$ cat src/rtl/as_stretch_pkg.sv
package as_stretch_pkg;
  localparam int STRETCH_W   = 2;
  localparam int CFG_W       = 8;
  localparam int NUM_HALVES  = 2;
  localparam int LO_FIELD_LSB = 2;
  localparam int UP_FIELD_LSB = 0;
  localparam int FIXED_ONE_BIT = 4;
  localparam logic [STRETCH_W-1:0] STRETCH_RESET = '1;
  localparam int MAX_STRETCH = (1 << STRETCH_W) - 1;

  typedef enum logic [1:0] {
    PH_IDLE = 2'd0,
    PH_ADDR = 2'd1,
    PH_DATA = 2'd2
  } phase_t;
endpackage

$ cat src/rtl/as_cfg_reg.sv
module as_cfg_reg
  import as_stretch_pkg::*;
(
  input  logic                 clk,
  input  logic                 rst,
  input  logic                 we,
  input  logic [CFG_W-1:0]     wdata,
  output logic [CFG_W-1:0]     rdata,
  output logic [STRETCH_W-1:0] lo_field,
  output logic [STRETCH_W-1:0] up_field
);
  localparam int FIELD_LSB [NUM_HALVES] = '{LO_FIELD_LSB, UP_FIELD_LSB};

  logic [STRETCH_W-1:0] field_q [NUM_HALVES];

  genvar h;
  generate
    for (h = 0; h < NUM_HALVES; h++) begin : g_field
      always_ff @(posedge clk) begin
        if (rst) begin
          field_q[h] <= STRETCH_RESET;
        end else if (we) begin
          field_q[h] <= wdata[FIELD_LSB[h] +: STRETCH_W];
        end
      end
    end
  endgenerate

  assign lo_field = field_q[0];
  assign up_field = field_q[1];

  always_comb begin
    rdata = '0;
    rdata[FIXED_ONE_BIT] = 1'b1;
    rdata[LO_FIELD_LSB +: STRETCH_W] = field_q[0];
    rdata[UP_FIELD_LSB +: STRETCH_W] = field_q[1];
  end

  logic unused_cfg_bits;
  assign unused_cfg_bits = ^wdata[CFG_W-1:FIXED_ONE_BIT];

  AST_CFG_HOLD: assert property (@(posedge clk) disable iff (rst)
    !we |=> $stable({lo_field, up_field}));
endmodule

$ cat src/rtl/as_stretch_sel.sv
module as_stretch_sel
  import as_stretch_pkg::*;
(
  input  logic                 upper_half,
  input  logic [STRETCH_W-1:0] lo_field,
  input  logic [STRETCH_W-1:0] up_field,
  output logic [STRETCH_W-1:0] stretch
);
  always_comb begin
    stretch = upper_half ? up_field : lo_field;
  end
endmodule

$ cat src/rtl/as_cycle_fsm.sv
module as_cycle_fsm
  import as_stretch_pkg::*;
#(
  parameter int ADDR_W = 22,
  parameter int DATA_W = 8
) (
  input  logic                 clk,
  input  logic                 rst,
  input  logic                 req_valid,
  input  logic [ADDR_W-1:0]    req_addr,
  input  logic                 req_write,
  input  logic [DATA_W-1:0]    req_wdata,
  input  logic [STRETCH_W-1:0] stretch,
  input  logic [DATA_W-1:0]    ext_rdata,
  output logic                 req_ready,
  output logic                 ext_as,
  output logic [ADDR_W-1:0]    ext_addr,
  output logic                 ext_rd,
  output logic                 ext_wr,
  output logic                 ext_data_oe,
  output logic [DATA_W-1:0]    ext_wdata,
  output logic [DATA_W-1:0]    rd_data,
  output logic                 done
);
  localparam int RUN_W = STRETCH_W + 1;

  phase_t               phase_q;
  logic [STRETCH_W-1:0] wait_q;
  logic                 write_q;
  logic                 as_q, rd_q, wr_q, oe_q, done_q, ready_q;
  logic [ADDR_W-1:0]    addr_q;
  logic [DATA_W-1:0]    wdata_q, rdata_q;

  always_ff @(posedge clk) begin
    if (rst) begin
      phase_q <= PH_IDLE;
      wait_q  <= '0;
      write_q <= 1'b0;
      as_q    <= 1'b0;
      rd_q    <= 1'b0;
      wr_q    <= 1'b0;
      oe_q    <= 1'b0;
      done_q  <= 1'b0;
      ready_q <= 1'b1;
      addr_q  <= '0;
      wdata_q <= '0;
      rdata_q <= '0;
    end else begin
      done_q <= 1'b0;
      unique case (phase_q)
        PH_IDLE: begin
          if (req_valid && ready_q) begin
            phase_q <= PH_ADDR;
            wait_q  <= stretch;
            write_q <= req_write;
            addr_q  <= req_addr;
            wdata_q <= req_wdata;
            as_q    <= 1'b1;
            ready_q <= 1'b0;
          end
        end
        PH_ADDR: begin
          if (wait_q == '0) begin
            phase_q <= PH_DATA;
            as_q    <= 1'b0;
            rd_q    <= !write_q;
            wr_q    <= write_q;
            oe_q    <= write_q;
          end else begin
            wait_q <= wait_q - 1'b1;
          end
        end
        PH_DATA: begin
          phase_q <= PH_IDLE;
          rd_q    <= 1'b0;
          wr_q    <= 1'b0;
          oe_q    <= 1'b0;
          done_q  <= 1'b1;
          ready_q <= 1'b1;
          if (!write_q) rdata_q <= ext_rdata;
        end
        default: phase_q <= PH_IDLE;
      endcase
    end
  end

  assign req_ready   = ready_q;
  assign ext_as      = as_q;
  assign ext_addr    = addr_q;
  assign ext_rd      = rd_q;
  assign ext_wr      = wr_q;
  assign ext_data_oe = oe_q;
  assign ext_wdata   = wdata_q;
  assign rd_data     = rdata_q;
  assign done        = done_q;

  // Length of the current strobe run, counted independently of wait_q
  logic [RUN_W-1:0] as_run_q;
  always_ff @(posedge clk) begin
    if (rst)       as_run_q <= '0;
    else if (as_q) as_run_q <= as_run_q + 1'b1;
    else           as_run_q <= '0;
  end

  AST_STROBE_WIDTH: assert property (@(posedge clk) disable iff (rst)
    as_q |-> (as_run_q <= RUN_W'(MAX_STRETCH)));
  AST_NO_RD_WR_OVERLAP: assert property (@(posedge clk) disable iff (rst)
    !(rd_q && wr_q));
  AST_STROBE_THEN_DATA: assert property (@(posedge clk) disable iff (rst)
    $fell(as_q) |-> (rd_q || wr_q));
  AST_ADDR_HELD: assert property (@(posedge clk) disable iff (rst)
    ((as_q || rd_q || wr_q) && $past(as_q)) |-> $stable(addr_q));
  AST_DONE_PULSE: assert property (@(posedge clk) disable iff (rst)
    done_q |=> !done_q);
  AST_BUSY_NOT_READY: assert property (@(posedge clk) disable iff (rst)
    (as_q || rd_q || wr_q) |-> !ready_q);
  AST_OE_ONLY_WRITE: assert property (@(posedge clk) disable iff (rst)
    oe_q |-> wr_q);
endmodule

$ cat src/rtl/as_stretch_ctrl.sv
module as_stretch_ctrl
  import as_stretch_pkg::*;
#(
  parameter int ADDR_W = 22,
  parameter int DATA_W = 8
) (
  input  logic              clk,
  input  logic              rst,
  input  logic              cfg_we,
  input  logic [CFG_W-1:0]  cfg_wdata,
  output logic [CFG_W-1:0]  cfg_rdata,
  input  logic              req_valid,
  output logic              req_ready,
  input  logic [ADDR_W-1:0] req_addr,
  input  logic              req_write,
  input  logic [DATA_W-1:0] req_wdata,
  output logic              ext_as,
  output logic [ADDR_W-1:0] ext_addr,
  output logic              ext_rd,
  output logic              ext_wr,
  output logic              ext_data_oe,
  output logic [DATA_W-1:0] ext_wdata,
  input  logic [DATA_W-1:0] ext_rdata,
  output logic [DATA_W-1:0] rd_data,
  output logic              done
);
  localparam int HALF_BIT = ADDR_W - 1;

  logic [STRETCH_W-1:0] lo_field, up_field, stretch;

  as_cfg_reg u_cfg (
    .clk      (clk),
    .rst      (rst),
    .we       (cfg_we),
    .wdata    (cfg_wdata),
    .rdata    (cfg_rdata),
    .lo_field (lo_field),
    .up_field (up_field)
  );

  as_stretch_sel u_sel (
    .upper_half (req_addr[HALF_BIT]),
    .lo_field   (lo_field),
    .up_field   (up_field),
    .stretch    (stretch)
  );

  as_cycle_fsm #(
    .ADDR_W (ADDR_W),
    .DATA_W (DATA_W)
  ) u_fsm (
    .clk         (clk),
    .rst         (rst),
    .req_valid   (req_valid),
    .req_addr    (req_addr),
    .req_write   (req_write),
    .req_wdata   (req_wdata),
    .stretch     (stretch),
    .ext_rdata   (ext_rdata),
    .req_ready   (req_ready),
    .ext_as      (ext_as),
    .ext_addr    (ext_addr),
    .ext_rd      (ext_rd),
    .ext_wr      (ext_wr),
    .ext_data_oe (ext_data_oe),
    .ext_wdata   (ext_wdata),
    .rd_data     (rd_data),
    .done        (done)
  );
endmodule

$ cat config.mk
export PLATFORM = sky130hd
export DESIGN_NAME = as_stretch_ctrl
export DESIGN_NICKNAME = d
export VERILOG_FILES = /design/src/rtl/as_stretch_pkg.sv /design/src/rtl/as_cfg_reg.sv /design/src/rtl/as_stretch_sel.sv /design/src/rtl/as_cycle_fsm.sv /design/src/rtl/as_stretch_ctrl.sv
export SDC_FILE = /design/constraint.sdc
export NUM_CORES = 1
export LEC_CHECK = 0
export BUFFER_PORTS_ARGS = -buffer_cell sky130_fd_sc_hd__buf_2
export CORE_ASPECT_RATIO = 1.2
export CORE_UTILIZATION = 47
export DETAILED_ROUTE_END_ITERATION = 10
export MAX_ROUTING_LAYER = met4
export PLACE_DENSITY = 0.82
export SLEW_MARGIN = 10
export SYNTH_ARGS = -nofsm -noshare
export SYNTH_HDL_FRONTEND = slang
export SYNTH_SLANG_ARGS = --single-unit
$ cat constraint.sdc
create_clock -name clk -period 3 [get_ports clk]
set_input_delay 0.45 -clock clk [delete_from_list [all_inputs] [get_ports clk]]
set_output_delay 0.45 -clock clk [all_outputs]
set_load 0.01 [all_outputs]
==> results of run 1 <==
## where the power goes
group	total, mW	switching, mW	internal, mW
Combinational	0.244	0.137	0.107
Clock	0.367	0.204	0.163
Sequential	0.778	0.0293	0.749
## path summary, 6_finish.rpt
path	from	end	cells past startpoint
worst max-delay path	u_fsm.phase_q[1]$_SDFFE_PP0P_	u_fsm.ext_addr[3]$_SDFFE_PP0P_	4
worst min-delay path	req_addr[17]	u_fsm.ext_addr[17]$_SDFFE_PP0P_	3
worst max register to register	u_fsm.phase_q[1]$_SDFFE_PP0P_	u_fsm.ext_addr[3]$_SDFFE_PP0P_	4
worst min register to register	u_fsm.ext_wdata[6]$_SDFFE_PP0P_	u_fsm.ext_wdata[6]$_SDFFE_PP0P_	2
## layout make-up
cell class              instances  area share (%)
multi-input cells             154            31.6
clock buffers                   7            3.00
clock inverters                 1           0.148
well taps                      54            2.66
inverters                       5           0.738
repair buffers                 97            19.4
flip-flops and latches         52            42.5
## worst min-delay path, cell delays in order
cell,delay [ns]
buf_2,0.10
nand2_1,0.04
a21oi_1,0.05
## layout by cell type, fill, tap and decap left out
cell type and instances:
dfxtp_1 48, and3_1 1, conb_1 4, ha_1 1
buf_2 94, mux2_2 1, o211ai_1 3, nand3_1 2
or3b_1 1, nand4bb_1 1, clkbuf_1 2, and4bb_1 1
a221o_1 1, nand2b_1 6, edfxtp_1 4, o311a_1 1
clkbuf_8 5, a21oi_1 35, o221ai_1 1, mux2i_1 9
nor3b_1 1, nand2_1 63, nor3b_2 1, nor2b_1 2
clkinv_1 1, nor2_1 13, or2_2 1, a21o_1 2
buf_4 3, inv_1 5, nand3b_1 3
## stage by stage
step           hold WS [ns]  setup slack [ns]
2_1_floorplan         0.444              1.73
3_5_place_dp          0.443              1.09
3_3_place_gp          0.439              1.11
6_report              0.380              1.10
4_1_cts               0.372              1.07
5_1_grt               0.374             0.921
## sequential cells by signal, summed over array words and instances, names as in the netlist
| register | cells |
|---|---|
| u_cfg.field_q | 4 |
| u_fsm.done | 1 |
| u_fsm.ext_addr | 22 |
| u_fsm.ext_as | 1 |
| u_fsm.ext_rd | 1 |
| u_fsm.ext_wdata | 8 |
| u_fsm.ext_wr | 1 |
| u_fsm.phase_q | 2 |
| u_fsm.rd_data | 8 |
| u_fsm.req_ready | 1 |
| u_fsm.wait_q | 2 |
| u_fsm.write_q | 1 |
## kinds of logic (layout without fill, tap and decap cells)
group	after synthesis	in the layout	synth area share (%)
compound gates	43	43	11.9
fa+ha+maj	1	1	0.618
buf+inv	26	110	7.24
flops	52	52	53.4
mux	10	10	5.01
other cells	2	4	0.371
simple gates	96	96	21.4
## routing by layer
metal	wire (microns)	vias up	track usage [%]
met5	0	-	-
met4	42	0	6.67
met3	250	6	5.63
met2	1950	69	32.9
met1	1720	804	19.8
li1	-	910	-
## synthesized netlist by cell type
library cell / number / area (sq um)
conb_1: 2 / 7.51
o221ai_1: 1 / 8.76
nor2_1: 13 / 48.8
a221o_1: 1 / 10.0
nand2b_1: 6 / 37.5
buf_1: 1 / 3.75
o211ai_1: 3 / 22.5
buf_2: 6 / 30.0
nand3b_1: 3 / 22.5
nand3_1: 2 / 10.0
mux2_2: 1 / 11.3
nor3b_1: 1 / 7.51
ha_1: 1 / 12.5
clkbuf_1: 3 / 11.3
inv_1: 5 / 18.8
edfxtp_1: 4 / 120
nor2b_1: 2 / 12.5
a21o_1: 2 / 15.0
buf_4: 11 / 82.6
nand4bb_1: 1 / 11.3
dfxtp_1: 48 / 961
nand2_1: 63 / 236
or2_2: 1 / 6.26
o311a_1: 1 / 10.0
a21oi_1: 35 / 175
nor3b_2: 1 / 12.5
and4bb_1: 1 / 12.5
mux2i_1: 9 / 90.1
and3_1: 1 / 6.26
or3b_1: 1 / 8.76
==> results by group, run 1 <==
STA
  – Total Neg Setup Slack: 0 ns
  – Relative slew slack: 42.8%
  – Skew final: 0.00575 ns
  – Fmax: 525 MHz
  – Final Max Tran Viols: 0
  – Final min period: 1.90 ns
  – Actual slew at the worst max-slew pin: 0.858 ns
  – Final hold violation count: 0
  – RSZ-0062 raised after global routing: false
  – Final Setup Violations: 0
  – Tcrit/Tclk final: 63.5%

Yosys
  – Post-synth cell types: 30
  – Seq/Total Area, Yosys: 53.4%
  – Gate count of the mapped netlist: 230
  – Synthesized flop and latch total: 52
  – Syn. warnings: 0
  – Post-synthesis cell area: 2020 sq um
  – Avg Inst Size Synth: 8.80 sq um

Route
  – # DRC: 0
  – Drt initial violations: 71
  – Vias: 1789
  – TritonRoute pass-1 iters: 4
  – Mean routed wirelength per cell: 10.7 microns
  – Routed Antenna Nets: 0
  – Via/cell ratio: 4.84
  – Final WL: 3960 microns

Critical path
  – Slowest CP cell: nand4bb_1
  – Crit Path Max Fanout: 18
  – Critical path's top delay family: simple AND/OR/NAND/NOR gates
  – Critical Path Max Stage Delay: 0.72 ns
  – CP Cell Sequence: nand4bb_1, buf_4, nand2_1, a21oi_1
  – Kind of end point of the critical path: flip-flop
  – WP data arrival: 2.05 ns
  – Required @ worst endpoint: 3.14 ns
  – WP buf/inv: 1
  – R2R Setup Slk: 1.10 ns
  – Critical path class: flip-flop to flip-flop
  – Critical path startpoint category: flip-flop

Finish
  – Layout cells sized above 1: 33.2%
  – Storage cell area: 1080 sq um
  – Final Cell Area: 2540 sq um
  – Area taken by multi-input logic gates: 803 sq um
  – Layout Utilization: 63.0%
  – Fill cell count: 400
  – Non-filler cells, final: 370
  – Final net count: 367
  – Layout area overhead: 25.7%
  – Diode count: 0

CTS
  – H-Tree Depth: 2
  – CTS tree: yes
  – # resized after CTS: 0
  – Hold buffer count at CTS: 0
  – Post-CTS setup buffers: 0
  – Root Buffer: clkbuf_8
  – Clk slew on worst S/H paths: 0.08 ns
  – Maximum clock path buffer count: 2
  – Sink Count: 52
  – Worst-Skew Late Latency: 0.29 ns
  – Num CTS Buffers: 5

Die
  – Die area: 4570 sq um
  – Core Area: 4040 sq um
  – Initial core utilization: 50.1%
  – Die W: 61.9 microns
  – Std cell rows: 25
  – Die Y: 73.9 microns
  – Num ports: 103

Global routing
  – Total global routing overflow: 0
  – Vias in the first global route: 1536
  – Global-route wire length before repair: 6220 microns
  – GRT Overall Usage: 18.9%
  – Initial antenna violation count: 0
  – Pin count of the biggest net entering global routing: 50

Placed design
  – Placed Cells: 362
  – Port buffer count: 94
  – Final HPWL DP: 2840 microns
  – Routability Congestion: 0.763
  – Area after detailed placement: 2460 sq um

Outcome
  – Outcome: finished clean

Power
  – P_leak: 1.17 nW
  – Pwr/cell area: 546 nW/um^2
  – Total Power: 1.39 mW
  – VDD IR max: 0.283 mV

Flow run
  – Max Cap Violations: 0

Min path
  – Worst hold path class: input pin to flip-flop
Power figures use the tool's default switching activity.
==> inputs of run 2 (changes only) <==
CORE_UTILIZATION = 45   (was 47)
PLACE_DENSITY = 0.79   (was 0.82)
clock period = 1.9 ns   (was 3 ns; I/O delays follow)
==> results by group, run 2 (same netlist as run 1, synthesis figures left out) <==
Outcome
  – Outcome: finished clean

Die
  – Core Area: 4290 sq um
  – Die area: 4770 sq um
  – Num ports: 103
  – Initial core utilization: 47.1%
  – Std cell rows: 26
  – Die Y: 75.5 microns
  – Die W: 63.2 microns

Flow run
  – Max Cap Violations: 0

STA
  – Tcrit/Tclk final: 80.4%
  – Skew final: 0.00589 ns
  – Final hold slack: 0.211 ns
  – RSZ-0062 raised after global routing: false
  – Fmax: 655 MHz
  – Setup ws final: 0.372 ns
  – Final Max Tran Viols: 0
  – Final hold violation count: 0
  – Final Setup Violations: 0
  – Final min period: 1.53 ns
  – Total Neg Setup Slack: 0 ns

Global routing
  – Pin count of the biggest net entering global routing: 27
  – Vias in the first global route: 1476
  – GRT Overall Usage: 17.3%
  – Initial antenna violation count: 0
  – Global-route wire length before repair: 6240 microns
  – Total global routing overflow: 0

CTS
  – Worst-Skew Late Latency: 0.30 ns
  – Maximum clock path buffer count: 2
  – Root Buffer: clkbuf_8
  – Hold buffer count at CTS: 0
  – Post-CTS setup buffers: 0
  – CTS tree: yes
  – # resized after CTS: 0
  – Num CTS Buffers: 5
  – Sink Count: 52
  – Clk slew on worst S/H paths: 0.09 ns
  – H-Tree Depth: 2

Critical path
  – Required @ worst endpoint: 2.09 ns
  – Critical Path Max Stage Delay: 0.53 ns
  – WP data arrival: 1.72 ns
  – Kind of end point of the critical path: flip-flop
  – Crit Path Max Fanout: 14
  – CP Cell Sequence: and4bb_1, nor2_1, o311a_1
  – R2R Setup Slk: 0.37 ns
  – Slowest CP cell: and4bb_1
  – Critical path class: flip-flop to flip-flop
  – Critical path startpoint category: flip-flop

Route
  – Vias: 1789
  – Drt initial violations: 50
  – Mean routed wirelength per cell: 10.8 microns
  – # DRC: 0
  – Routed Antenna Nets: 0
  – Via/cell ratio: 4.76
  – Final WL: 4070 microns
  – TritonRoute pass-1 iters: 4

Finish
  – Layout cells sized above 1: 34.4%
  – Layout area overhead: 27.4%
  – Commonest non-fill, non-tap cell in the layout: buf_2
  – Diode count: 0
  – Most frequent cells in the layout: 94 x buf_2, 63 x nand2_1, 48 x dfxtp_1, 35 x a21oi_1, 13 x nor2_1
  – Storage cell area: 1080 sq um
  – Non-filler cells, final: 376
  – Fill cell count: 404
  – Largest register FFs: 22
  – Final net count: 371
  – Area taken by multi-input logic gates: 803 sq um

Min path
  – Worst hold path class: input pin to flip-flop

Power
  – P_leak: 1.19 nW
  – Pwr/cell area: 862 nW/um^2
  – VDD IR max: 0.484 mV

Placed design
  – Pre-CTS setup slack: 0.379 ns
  – Routability Congestion: 0.753
  – Port buffer count: 94
  – Placed Cells: 368
  – Final HPWL DP: 2990 microns
[run 2: metal layers]
metal	share of wire (%)	vias up	track usage (%)
li1	-	919	-
met1	43	797	19.3
met2	49	67	29.7
met3	6.4	6	3.59
met4	1.4	0	8.33
met5	0	-	-
[run 2: area by class of cell]
type | count | area share (%)
clock buffer | 7 | 2.96
clock inverter | 1 | 0.194
inverter | 5 | 0.728
multi-input combinational | 154 | 31.2
sequential | 52 | 41.9
tap | 56 | 2.72
timing repair buffer | 101 | 20.3
[run 2: path summary, 6_finish.rpt]
path / endpoint / depth (start not counted) / start
max: u_fsm.wait_q[0]$_SDFFE_PP0P_ / 3 / u_fsm.phase_q[1]$_SDFFE_PP0P_
min: u_fsm.rd_data[0]$_SDFFE_PP0P_ / 3 / ext_rdata[0]
max reg2reg: u_fsm.wait_q[0]$_SDFFE_PP0P_ / 3 / u_fsm.phase_q[1]$_SDFFE_PP0P_
min reg2reg: u_fsm.ext_addr[10]$_SDFFE_PP0P_ / 2 / u_fsm.ext_addr[10]$_SDFFE_PP0P_
[run 2: per-stage QoR]
step / cell area, sq um / utilization [%] / power, mW
after floorplan: 2030 / - / 1.51
after global routing: 2580 / 60.0 / 2.35
after global placement: 2500 / 58.1 / 1.65
final: 2580 / 60.0 / 2.22
after detailed placement: 2500 / 58.1 / 1.66
after CTS: 2580 / 60.0 / 2.25
[run 2: worst max-delay path: cells and delay by family, from the launching register on]
family	cells	cell delay, ns
simple gates	2	0.65
compound gates	1	0.34
flops	1	0.43
[run 2: power by group]
part	internal (mW)	total (mW)	leakage (nW)	switching, mW
clock	0.259	0.593	0.0422	0.334
sequential	1.18	1.23	0.430	0.0464
combinational	0.178	0.400	0.721	0.222
total	1.62	2.22	1.19	0.602
